===== config.mk =====
export PLATFORM = sky130hd
export DESIGN_NAME = dith_tri_gen
export DESIGN_NICKNAME = d
export VERILOG_FILES = /design/src/rtl/dith_pkg.sv /design/src/rtl/dith_cfg.sv /design/src/rtl/dith_pacer.sv /design/src/rtl/dith_ramp.sv /design/src/rtl/dith_tri_gen.sv
export SDC_FILE = /design/constraint.sdc
export NUM_CORES = 1
export LEC_CHECK = 0
export ABC_AREA = 0
export BUFFER_PORTS_ARGS = -buffer_cell sky130_fd_sc_hd__buf_2
export CORE_UTILIZATION = 25
export DETAILED_ROUTE_END_ITERATION = 7
export PLACE_DENSITY = 0.47
export SLEW_MARGIN = 5
export SYNTH_ARGS = -nofsm -noshare
export SYNTH_HDL_FRONTEND = slang
export SYNTH_SLANG_ARGS = --single-unit

===== constraint.sdc =====
create_clock -name clk -period 7.1 [get_ports clk]
set_input_delay 1.42 -clock clk [delete_from_list [all_inputs] [get_ports clk]]
set_output_delay 1.42 -clock clk [all_outputs]
set_load 0.05 [all_outputs]

===== src/rtl/dith_pkg.sv =====
// Package: shared codes and the amplitude rounding used by the dither
// generator. Assumes percentages are whole numbers of the base step.
package dith_pkg;

    typedef enum logic [1:0] {
        RATE_OFF = 2'b00,
        RATE_X1  = 2'b01,
        RATE_X2  = 2'b10,
        RATE_X4  = 2'b11
    } rate_code_e;

    // Peak in units of 1/den, for base_pct percent times 2^code, rounded.
    function automatic int peak_units(input int den, input int base_pct, input int code);
        return (den * base_pct * (1 << code) + 50) / 100;
    endfunction

endpackage


===== src/rtl/dith_cfg.sv =====
// Module: decodes rate and amplitude codes into period, peak and step
// stride, and flags a code change so the ramp restarts. Assumes codes
// may change in any cycle; the change is seen one edge later.
module dith_cfg #(
    parameter int BASE_LOG = 11,
    parameter int ACC_W    = BASE_LOG + 3,
    parameter int PK_W     = 7,
    parameter int FRAC_DEN = 1024,
    parameter int BASE_PCT = 1
) (
    input  logic             clk,
    input  logic             rst_n,
    input  logic             en,
    input  logic [1:0]       rate,
    input  logic [1:0]       amp,
    output logic             run,
    output logic             active,
    output logic [ACC_W-1:0] period,
    output logic [ACC_W-1:0] stride,
    output logic [PK_W-1:0]  peak
);
    import dith_pkg::*;

    localparam int N_AMP = 4;

    logic [1:0]      prev_rate;
    logic [1:0]      prev_amp;
    logic            act_q;
    logic            want;
    logic            changed;
    logic [PK_W-1:0] pk_tab [N_AMP];

    // Build the peak table, one entry per amplitude code.
    for (genvar g = 0; g < N_AMP; g++) begin : g_peak
        assign pk_tab[g] = PK_W'(peak_units(FRAC_DEN, BASE_PCT, g));
    end

    // Request and change detection.
    always_comb begin
        want    = en && (rate_code_e'(rate) != RATE_OFF);
        changed = (rate != prev_rate) || (amp != prev_amp);
        run     = want && !changed;
    end

    // Remember the last codes seen and the running state.
    always_ff @(posedge clk) begin
        if (!rst_n) begin
            prev_rate <= 2'b00;
            prev_amp  <= 2'b00;
            act_q     <= 1'b0;
        end else begin
            prev_rate <= rate;
            prev_amp  <= amp;
            act_q     <= want;
        end
    end

    // Period selection from the rate code.
    always_comb begin
        case (rate_code_e'(rate))
            RATE_X1: period = ACC_W'(1) << BASE_LOG;
            RATE_X2: period = ACC_W'(1) << (BASE_LOG + 1);
            RATE_X4: period = ACC_W'(1) << (BASE_LOG + 2);
            default: period = ACC_W'(1) << BASE_LOG;
        endcase
    end

    // Peak and the four-ramp step count per period.
    always_comb begin
        peak   = pk_tab[amp];
        stride = ACC_W'(peak) << 2;
    end

    assign active = act_q;

endmodule


===== src/rtl/dith_pacer.sv =====
// Module: spreads 'stride' unit steps evenly over 'period' cycles with a
// remainder accumulator. Assumes stride < period. Clears when not running.
module dith_pacer #(
    parameter int ACC_W = 14
) (
    input  logic             clk,
    input  logic             rst_n,
    input  logic             run,
    input  logic [ACC_W-1:0] period,
    input  logic [ACC_W-1:0] stride,
    output logic             tick
);
    logic [ACC_W-1:0] acc;
    logic [ACC_W-1:0] sum;

    // Next accumulator sum and step decision.
    always_comb begin
        sum  = acc + stride;
        tick = run && (sum >= period);
    end

    // Accumulate; wrap by one period on each step.
    always_ff @(posedge clk) begin
        if (!rst_n || !run) begin
            acc <= '0;
        end else if (tick) begin
            acc <= sum - period;
        end else begin
            acc <= sum;
        end
    end

    // remainder stays below one period while running.
    p_acc_below_period_r4: assert property (@(posedge clk) disable iff (!rst_n)
        run |-> (acc < period));

endmodule


===== src/rtl/dith_ramp.sv =====
// Module: up/down counter that turns at +peak and -peak. Restarts at zero,
// heading up, whenever run is low. Assumes peak stays fixed while running.
module dith_ramp #(
    parameter int OFS_W = 8,
    parameter int PK_W  = OFS_W - 1
) (
    input  logic                    clk,
    input  logic                    rst_n,
    input  logic                    run,
    input  logic                    tick,
    input  logic [PK_W-1:0]         peak,
    output logic signed [OFS_W-1:0] ofs
);
    logic                    up;
    logic signed [OFS_W-1:0] pk_s;
    logic signed [OFS_W-1:0] inc;
    logic signed [OFS_W-1:0] dec;

    // Signed peak and neighbour values.
    always_comb begin
        pk_s = $signed({{(OFS_W-PK_W){1'b0}}, peak});
        inc  = ofs + OFS_W'(1);
        dec  = ofs - OFS_W'(1);
    end

    // Move one unit per tick and turn at the extremes.
    always_ff @(posedge clk) begin
        if (!rst_n || !run) begin
            ofs <= '0;
            up  <= 1'b1;
        end else if (tick) begin
            if (up) begin
                ofs <= inc;
                if (inc == pk_s) up <= 1'b0;
            end else begin
                ofs <= dec;
                if (dec == -pk_s) up <= 1'b1;
            end
        end
    end

    // offset bounded by the selected peak while running.
    p_bounded_r3: assert property (@(posedge clk) disable iff (!rst_n)
        run |-> (ofs <= pk_s && ofs >= -pk_s));

    // a step moves exactly one unit.
    p_step_r6: assert property (@(posedge clk) disable iff (!rst_n)
        (run && tick) |=> (ofs == $past(ofs) + OFS_W'(1) || ofs == $past(ofs) - OFS_W'(1)));

    // no step means no movement.
    p_hold_r6: assert property (@(posedge clk) disable iff (!rst_n)
        (run && !tick) |=> $stable(ofs));

endmodule


===== src/rtl/dith_tri_gen.sv =====
// Module: top of the triangle dither offset generator. Joins decode, pacer
// and ramp. Assumes all inputs are synchronous to clk.
module dith_tri_gen #(
    parameter int OFS_W    = 8,
    parameter int BASE_LOG = 11,
    parameter int FRAC_DEN = 1024,
    parameter int BASE_PCT = 1
) (
    input  logic                    clk,
    input  logic                    rst_n,
    input  logic                    dith_en,
    input  logic [1:0]              rate_sel,
    input  logic [1:0]              amp_sel,
    output logic signed [OFS_W-1:0] offset,
    output logic                    dith_on
);
    localparam int ACC_W = BASE_LOG + 3;
    localparam int PK_W  = OFS_W - 1;

    logic             run;
    logic             tick;
    logic [ACC_W-1:0] period;
    logic [ACC_W-1:0] stride;
    logic [PK_W-1:0]  peak;

    dith_cfg #(
        .BASE_LOG (BASE_LOG),
        .ACC_W    (ACC_W),
        .PK_W     (PK_W),
        .FRAC_DEN (FRAC_DEN),
        .BASE_PCT (BASE_PCT)
    ) i_cfg (
        .clk    (clk),
        .rst_n  (rst_n),
        .en     (dith_en),
        .rate   (rate_sel),
        .amp    (amp_sel),
        .run    (run),
        .active (dith_on),
        .period (period),
        .stride (stride),
        .peak   (peak)
    );

    dith_pacer #(.ACC_W(ACC_W)) i_pacer (
        .clk    (clk),
        .rst_n  (rst_n),
        .run    (run),
        .period (period),
        .stride (stride),
        .tick   (tick)
    );

    dith_ramp #(.OFS_W(OFS_W), .PK_W(PK_W)) i_ramp (
        .clk   (clk),
        .rst_n (rst_n),
        .run   (run),
        .tick  (tick),
        .peak  (peak),
        .ofs   (offset)
    );

    // disabled request forces zero and idle on the next edge.
    p_idle_zero_r2: assert property (@(posedge clk) disable iff (!rst_n)
        !(dith_en && rate_sel != 2'b00) |=> (offset == '0 && !dith_on));

    // a code change clears the offset on the next edge.
    p_restart_r7: assert property (@(posedge clk) disable iff (!rst_n)
        (rate_sel != $past(rate_sel) || amp_sel != $past(amp_sel)) |=> (offset == '0));

    // a valid request raises the running flag one edge later.
    p_on_r8: assert property (@(posedge clk) disable iff (!rst_n)
        (dith_en && rate_sel != 2'b00) |=> dith_on);

endmodule


Word level (Yosys, flattened, before mapping)
Cells that the tools add are included.

cells by class
  add/sub/neg operators = 5
  order comparisons = 2
  equal/unequal tests = 6
  multiplexer cells = 9
  bitwise operators = 1
  reductions and logical operators = 9

operator list
  cell                                                       number
  case mux 14 bit (2 select lines)                           1
  equality test 8 bit                                        2
  adder 14 x 9 -> 14 bit                                     1
  binary-select mux 7 bit (select 2 bit)                     1
  greater-or-equal comparator 14 bit                         1
  two-way mux 14 bit                                         1
  two-way mux 7 bit                                          2
  subtractor 14 bit                                          1
  adder 8 x 2 -> 8 bit (second input constant)               1
  two-way mux 8 bit                                          1
  negator 7 -> 8 bit                                         1
  subtractor 8 x 2 -> 8 bit (second input constant)          1
  equality test 2 bit (second input constant)                2
  inequality test 2 bit                                      2
  greater-or-equal comparator 3 bit (second input constant)  1
  logical AND 1 bit                                          3
  logical NOT 1 bit                                          3
  two-way mux 1 bit                                          3
  NOT 2 -> 3 bit                                             1
  logical OR 1 bit                                           2
  nonzero test 2 bit                                         1

word-level totals
  register bits = 28
  output and inout port bits = 9
  logic and storage cells = 38

Depth between registers and ports, before layout
Gate-level depths: netlist of the first run.

  depth in word-level cells = 8
  mapped depth = 17
  gate-level depth less buffers = 17

By module
From an unflattened synthesis of the first run, not the netlist that was laid out.

unflattened totals
  cell total of the unflattened synthesis = 456
  area, all modules = 3482.1 um^2

by module, submodules not included
  module      instances  cells an instance  area an instance (um^2)
  dith_pacer  1          258                1969.4
  dith_ramp   1          142                1033.5
  dith_cfg    1          56                 479.2

Worst setup path before layout of the first run
OpenSTA, ideal clock, no wires.

  path type = input to register
  from = input port amp_sel[0]
  to = register i_pacer.acc[11]
  arrival = 4901 ps
  slack = 2078 ps
  stages on the path = 14
  cells stage by stage = inv_1 -> ha_1 -> ha_1 -> fa_1 -> a2111oi_4 -> o31a_2 -> nor2_1 -> xor2_1 -> ha_1 -> a21o_1 -> a21oi_1 -> inv_1 -> a21oi_4 -> mux2_4

on the way
  word-level cells in the longest chain between the ends = 8
  elaborated cells between the ends (all ways) = 15

RTL lines
  item                                                  RTL line            source
  from (decl)                                           dith_tri_gen.sv:13  input logic [1:0] amp_sel,
  NOT 2 -> 3 bit (not written as such)                  dith_cfg.sv:70      peak = pk_tab[amp];
  binary-select mux 7 bit (select 2 bit)                dith_cfg.sv:70
  two-way mux 7 bit (not written as such) (2 in a row)  dith_cfg.sv:70
  adder 14 x 9 -> 14 bit                                dith_pacer.sv:18    sum = acc + stride;
  greater-or-equal comparator 14 bit                    dith_pacer.sv:19    tick = run && (sum >= period);
  logical AND 1 bit                                     dith_pacer.sv:19
  two-way mux 14 bit                                    dith_pacer.sv:26    end else if (tick) begin
  to (signal assigned)                                  dith_pacer.sv:27    acc <= sum - period;
  to (signal assigned)                                  dith_pacer.sv:29    acc <= sum;
  to (decl)                                             dith_pacer.sv:13    logic [ACC_W-1:0] acc;

Parallel ways exist; a longest one is shown, timed or not. The select of a mux whose other input is x is not followed.
A chain may end at the register's enable or synchronous reset.

Worst setup path after layout of the first run
Same ends and word-level chain as after synthesis.

==> metrics.md, run 1 <==
| Metric | Value |
|---|---|
| Status | `complete, no violations` |
| TritonCTS Buffers | `3` |
| Vias in the first global route | `1974` |
| Vias per std cell | `around 5` |
| Final RePlAce weighted congestion | `0.805` |
| H-tree depth | `1` |
| Die area | `approximately 9400 um2` |
| Layout Cell Area excl Fill | `2460 um2` |
| Post-CTS Repair Setup Buffers | `0` |
| Min-delay src | `i_ramp.ofs[1]` |
| Post-Route WL | `5640 um` |
| Avg WL per Cell | `roughly 15 um` |
| Critical Path Source Type | `primary input` |
| Number of clock sinks | `26` |
| Die Ht | `96.9 um` |
| Io pins | `16` |
| Register area share after synthesis | `0.231` |
| Gr usage total | `0.127` |
| Most frequent cells in the layout | `26 x dfxtp_1, 23 x nand2_1, 18 x xor2_1, 17 x nor2_1, 17 x ha_1` |
| Slew HR | `0.512` |
| Root Buffer | `clkbuf_8` |
| 1st-iter DRT viols | `56` |
| Top cell type by total area after synthesis | `dfxtp_1` |
| CTS tree | `done` |
| Clock Path Buffers | `2` |
| Setup TNS | `0 ns` |
| Mapped Cells | `262` |
| Input/output buffers | `15` |
| Via count | `1877` |
| DP Area | `2420 um2` |
| Antenna Cells | `0` |
| Die width | `just under 100 um` |
| Req. time, crit path | `7.27 ns` |
| Final Setup Violations | `0` |
| CP cell instances | `buf_2 > inv_1 > ha_1 > ha_1 > fa_1 > a2111oi_4 > o31a_2 > nor2_1 > xor2_1 > ha_1 > a21o_1 > a21oi_1 > buf_4 > inv_1 > a21oi_4 > mux2_4` |
| Hold Crit Depth | `2` |
| Crit-path slowest cell | `fa_1` |
| Final core occ | `0.282` |
| Initial antenna violation count | `0` |
| Cell Area, Synth | `around 2300 um2` |
| Clock Latency Late Sink | `between 0.2 and 0.3 ns` |
| Number of cells on the critical path | `16` |
| Setup crit start | `amp_sel[0]` |
| Residual overflow from global routing | `0` |
| R2R cell count | `13` |
| Crit path top cell by count | `ha_1` |
| Area of the multi-input gates | `between 1500 and 2000 um2` |
| Worst path bufs/invs | `4` |
| Register area | `520 um2` |
| Slew Limit Fails | `0` |
| VDD IR-drop max | `approximately 0.067 mV` |
| Period Utilization, post-route | `0.743` |
| Crit path kind | `in -> reg` |
| Initial Util | `0.258` |
| Clock transition at path regs | `about 0.09 ns` |
| Syn nets | `about 290` |
| Cell variety after synth | `62` |
| Commonest register cell after synthesis | `dfxtp_1` |
| Hold Crit Class | `reg -> reg` |
| DRC | `0` |
| Worst Path Arrival | `5.44 ns` |
| ANT nets after route | `0` |
| Yosys warnings | `0` |
| Largest net degree at the start of global routing | `23` |
| Fmax | `0.190 GHz` |
| Power Density | `112 nW/um2` |
| Layout area overhead | `9.39%` |
| Delay-heaviest family, CP | `adder cells` |
| FILL cells | `between 900 and 1000` |
| Reg2reg start | `i_pacer.acc[2]` |
| Layout cell share with drive strength beyond 1 | `0.134` |
| Max-Cap Viols | `0` |
| P_leak | `0.986 nW` |
| Worst Path Max Fanout | `15` |
| Period minus WS final | `5.27 ns` |
| Post-Syn Area per Cell | `around 8.6 um2` |
| Min Hold Slack | `roughly 0.6 ns` |
| Hold Fails Final Rpt | `0` |
| Setup Skew | `0.00350 ns` |
| Yosys reg bits | `26` |
| Most common cell after layout, fill and taps aside | `dfxtp_1` |
| RSZ-0062 raised after global routing | `false` |
| # rows | `34` |
| Slew @ Worst Pin | `0.732 ns` |
| First-pass GRT wire length | `9680 um` |
| Async SR Flop Fraction | `0` |
| Post-CTS resize count | `0` |
| Core ar. | `8720 um2` |
| Synth top area cells | `dfxtp_1 23%, ha_1 9.4%, xor2_1 7.0%` |
| First-pass DRT Iterations | `7` |
| EDFF count, synth | `0` |
| Setup crit end kind | `flop` |
| Top cell type's share of synthesized area | `0.231` |
| NumNets Final | `296` |
| Hold buffers post-CTS | `0` |
| Max incr delay on CP | `0.48 ns` |
| HPWL Detailed | `4340 um` |
[synth_stat cells, types with 2 or more instances]
| master | number |
|---|---|
| o2111ai_1 | 7 |
| o2111a_1 | 2 |
| nand3_1 | 3 |
| nor4_1 | 8 |
| nand2b_1 | 2 |
| o31ai_1 | 3 |
| mux2i_1 | 3 |
| a21o_1 | 4 |
| a21oi_1 | 8 |
| nand2_1 | 23 |
| ha_1 | 17 |
| and3_1 | 3 |
| or3_1 | 5 |
| o211ai_1 | 8 |
| o21ai_0 | 2 |
| fa_1 | 2 |
| xnor2_1 | 14 |
| nor2_1 | 17 |
| clkbuf_1 | 11 |
| nor3b_1 | 2 |
| dfxtp_1 | 26 |
| nor3_1 | 13 |
| a31oi_1 | 9 |
| inv_1 | 9 |
| xor2_1 | 18 |
| and2_1 | 7 |
[power by group]
group	total, mW	switching [mW]	leakage (nW)	internal (mW)
Combinational	0.0423	0.0255	0.754	0.0168
Clock	0.0859	0.0478	0.0216	0.0381
Sequential	0.148	0.000757	0.211	0.147
[through the flow]
stage / setup WS [ns] / instances / power, mW
floorplan: 2.08 / 262 / 0.182
global placement: 1.68 / 373 / 0.194
detailed placement: 1.52 / 373 / 0.194
CTS: 1.81 / 376 / 0.283
global route: 1.51 / 376 / 0.295
finish: 1.83 / 376 / 0.276
[final timing paths]
| path | end | slack [ns] |
|---|---|---|
| worst min register to register | i_ramp.ofs[1] | 0.60 |
| worst max-delay path | i_pacer.acc[11] | 1.83 |
| worst max register to register | i_pacer.acc[11] | 3.31 |
| worst min-delay path | i_ramp.ofs[1] | 0.60 |
[layer usage]
metal	global-route usage	wire (um)	part of all wire	vias to the layer above
met5	0	0	0	-
met4	0.0459	132	0.023	0
met3	0.0238	170	0.030	8
met2	0.216	2700	0.48	39
met1	0.159	2630	0.47	863
li1	-	-	-	967
[worst register-to-register path, delay by kind of cell, from the launching register on]
kind / cells / cell delay (ns)
AO/OA/AOI/OAI: 5 / 1.31
adder cells (fa/ha/maj): 3 / 1.02
buffers and inverters: 2 / 0.34
multiplexers: 1 / 0.32
flip-flops: 1 / 0.31
XOR/XNOR: 1 / 0.30
AND/OR/NAND/NOR: 1 / 0.08
[sequential cells by signal, summed over array words and instances (netlist names)]
signal           flops
i_cfg.prev_rate      2
i_pacer.acc         12
i_ramp.up            1
i_ramp.ofs           8
i_cfg.active         1
i_cfg.prev_amp       2
[cell type report]
| class | instances | share of cell area |
|---|---|---|
| multi-input cells | 213 | 0.667 |
| flip-flops and latches | 26 | 0.211 |
| well taps | 108 | 0.0549 |
| repair buffers | 17 | 0.0366 |
| clock buffers | 3 | 0.0168 |
| inverters | 9 | 0.0137 |
[cell families (layout without fill, tap and decap cells)]
kind of cell | after synthesis | after routing | synth area share
AND/OR/NAND/NOR | 96 | 96 | 0.230
AO/OA/AOI/OAI | 59 | 59 | 0.208
XOR/XNOR | 35 | 35 | 0.156
flip-flops | 26 | 26 | 0.231
buffers and inverters | 23 | 29 | 0.0422
adder cells (fa/ha/maj) | 19 | 19 | 0.112
multiplexers | 4 | 4 | 0.0200
Note: power is estimated with default switching activity, not from simulation.
==> inputs of run 2 (changes only) <==
==> constraint.sdc (replaced) <==
create_clock -name clk -period 5.38 [get_ports clk]
set_input_delay 1.076 -clock clk [delete_from_list [all_inputs] [get_ports clk]]
set_output_delay 1.076 -clock clk [all_outputs]
set_load 0.05 [all_outputs]
==> run 2 against run 1 <==
Effect of this change: global-route usage decreased by 0.43 points; hold slack got worse by 0.0022 ns; count of clock-buffer cells in the layout unchanged; total power increased by 53%; die area unchanged; largest cell class unchanged; highest routed layer unchanged.
==> metrics.md, run 2 (synthesized netlist as in run 1, its figures left out) <==
| Metric | Value |
|---|---|
| Setup crit end kind | `flop` |
| CTS tree | `done` |
| Max-Cap Viols | `0 (unchanged)` |
| Register area | `520 um2 (unchanged)` |
| Largest register by flop count | `i_pacer.acc` |
| Core ar. | `8720 um2 (unchanged)` |
| Die width | `96.9 um (unchanged)` |
| GR Util met2 | `0.215 (-0.00108)` |
| Critical Path Source Type | `primary input` |
| First-pass DRT Iterations | `4 (-3)` |
| P_leak | `1.00 nW (+1.4%)` |
| Vias in the first global route | `1852 (-6.2%)` |
| Residual overflow from global routing | `0 (unchanged)` |
| TritonCTS Buffers | `3 (unchanged)` |
| Initial Util | `0.258 (unchanged)` |
| CP cell instances | `buf_2 > inv_1 > ha_1 > ha_1 > fa_1 > a2111oi_4 > o31a_2 > nor2_1 > xor2_1 > ha_1 > and3_1 > o21ai_1 > and4b_4 > a21oi_4 > mux2_4` |
| Period Utilization, post-route | `0.881` |
| Most common cell after layout, fill and taps aside | `dfxtp_1` |
| Avg WL per Cell | `15.1 um (+0.90%)` |
| Crit path kind | `in -> reg` |
| Gr usage total | `0.122 (-0.00430)` |
| Post-CTS Repair Setup Buffers | `0 (unchanged)` |
| Final Setup Violations | `0 (unchanged)` |
| Clock Latency Late Sink | `0.28 ns (about the same)` |
| NumNets Final | `296 (unchanged)` |
| Layout area overhead | `10.7%` |
| Slew @ Worst Pin | `0.758 ns (+0.0265 ns)` |
| Initial antenna violation count | `0 (unchanged)` |
| Hold Crit Class | `reg -> reg` |
| Die area | `9390 um2 (unchanged)` |
| Crit path top cell by count | `ha_1` |
| Largest net degree at the start of global routing | `23 (unchanged)` |
| Non-Filler Instances | `377 (+0.27%)` |
| Placed instance count | `373 (unchanged)` |
| Clock transition at path regs | `0.11 ns (+0.02 ns)` |
| Hold Fails Final Rpt | `0 (unchanged)` |
| 1st-iter DRT viols | `61 (+8.9%)` |
| VDD IR-drop max | `0.0758 mV (+14%)` |
| Antenna Cells | `0 (unchanged)` |
| Status | `complete, no violations` |
| Vias per std cell | `5.02 (+0.58%)` |
| Biggest regs | `i_pacer.acc x12, i_ramp.ofs x8` |
| Setup Skew | `0.0149 ns (+0.0114 ns)` |
| Period minus WS final | `4.74 ns` |
| Largest register FFs | `12 (unchanged)` |
| Via count | `1893 (+0.85%)` |
| Io pins | `16 (unchanged)` |
| Input/output buffers | `15 (unchanged)` |
| Slew Limit Fails | `0 (unchanged)` |
| Global Route met1 Usage | `0.150 (-0.00806)` |
| Setup TNS | `0 ns (unchanged)` |
| Crit-path slowest cell | `fa_1` |
| FILL cells | `935 (+0.32%)` |
| H-tree depth | `1 (unchanged)` |
| Most frequent cells in the layout | `26 x dfxtp_1, 23 x nand2_1, 18 x xor2_1, 17 x nor2_1, 17 x ha_1` |
| Hold buffers post-CTS | `0 (unchanged)` |
| Overall Power | `0.422 mW (+53%)` |
| Root Buffer | `clkbuf_8` |
| First-pass GRT wire length | `9290 um (-4.1%)` |
| HPWL Detailed | `4340 um (about the same)` |
| Final core occ | `0.286 (+0.00344)` |
| Fmax | `approximately 0.21 GHz` |
| Layout cell share with drive strength beyond 1 | `0.138 (+0.00322)` |
| Worst Path Max Fanout | `9 (-6)` |
| Min Hold Slack | `0.601 ns (-0.00218 ns)` |
| # rows | `34 (unchanged)` |
| Hold Crit Depth | `2 (unchanged)` |
| Busiest grt layer | `met2` |
| Slew HR | `0.495 (-0.0177)` |
| DRC | `0 (unchanged)` |
| Clock Path Buffers | `2 (unchanged)` |
| R2R cell count | `14 (+1)` |
| Req. time, crit path | `5.57 ns (-1.70 ns)` |
| Post-Route WL | `5700 um (+1.2%)` |
| Post-CTS resize count | `0 (unchanged)` |
| ANT nets after route | `0 (unchanged)` |
| GRT met3 Usage | `0.0181 (-0.00578)` |
| Power Density | `169 nW/um2 (+51%)` |
| RSZ-0062 raised after global routing | `false` |
| Area of the multi-input gates | `1640 um2 (unchanged)` |
| Die Ht | `96.9 um (unchanged)` |
| Worst Path Arrival | `4.93 ns (-0.51 ns)` |
| Number of clock sinks | `26 (unchanged)` |
| Max incr delay on CP | `0.49 ns (about the same)` |
| Final RePlAce weighted congestion | `0.773 (-4.0%)` |
-- run 2: changes by cell type in the layout (fill, tap and decap cells not counted) --
cell       before  now
bufinv_16       0    1
-- run 2: worst paths after layout --
path / slack [ns] / endpoint / startpoint
hold reg to reg: 0.60 / i_ramp.ofs[1] / i_ramp.ofs[1]
hold / removal: 0.60 / i_ramp.ofs[1] / i_ramp.ofs[1]
setup / recovery: 0.64 / i_pacer.acc[11] / amp_sel[0]
setup reg to reg: 1.75 / i_ramp.ofs[5] / i_pacer.acc[6]
-- run 2: per-layer routing --
metal	up-vias	wire, um
met1	897	2730
li1	969	-
met3	4	130
met4	0	121
met5	-	0
met2	23	2720
-- run 2: report_power, final --
part / total (mW) / switching, mW / internal [mW] / leakage (nW)
Clock: 0.170 / 0.0702 / 0.0997 / 0.0357
Sequential: 0.196 / 0.000990 / 0.195 / 0.211
Combinational: 0.0562 / 0.0341 / 0.0221 / 0.754
Total: 0.422 / 0.105 / 0.316 / 1.00
-- run 2: through the flow --
step / instance area [um2] / setup WS [ns]
2_1_floorplan: 2250 / 0.702
3_3_place_gp: 2420 / 0.395
3_5_place_dp: 2420 / 0.347
4_1_cts: 2490 / 0.635
5_1_grt: 2490 / 0.329
6_report: 2490 / 0.641
-- run 2: critical path, delay by kind of cell --
family | cells | cell delay (ns)
multiplexers | 1 | 0.32
adder cells (fa/ha/maj) | 4 | 1.36
buffers and inverters | 2 | 0.29
AO/OA/AOI/OAI | 4 | 1.11
XOR/XNOR | 1 | 0.28
AND/OR/NAND/NOR | 3 | 0.49
-- run 2: area by class of cell --
class,instances,share of cell area
clock buffers,3,0.0166
clock inverters,1,0.0120
inverters,9,0.0136
multi-input cells,213,0.659
flip-flops and latches,26,0.209
well taps,108,0.0542
repair buffers,17,0.0361
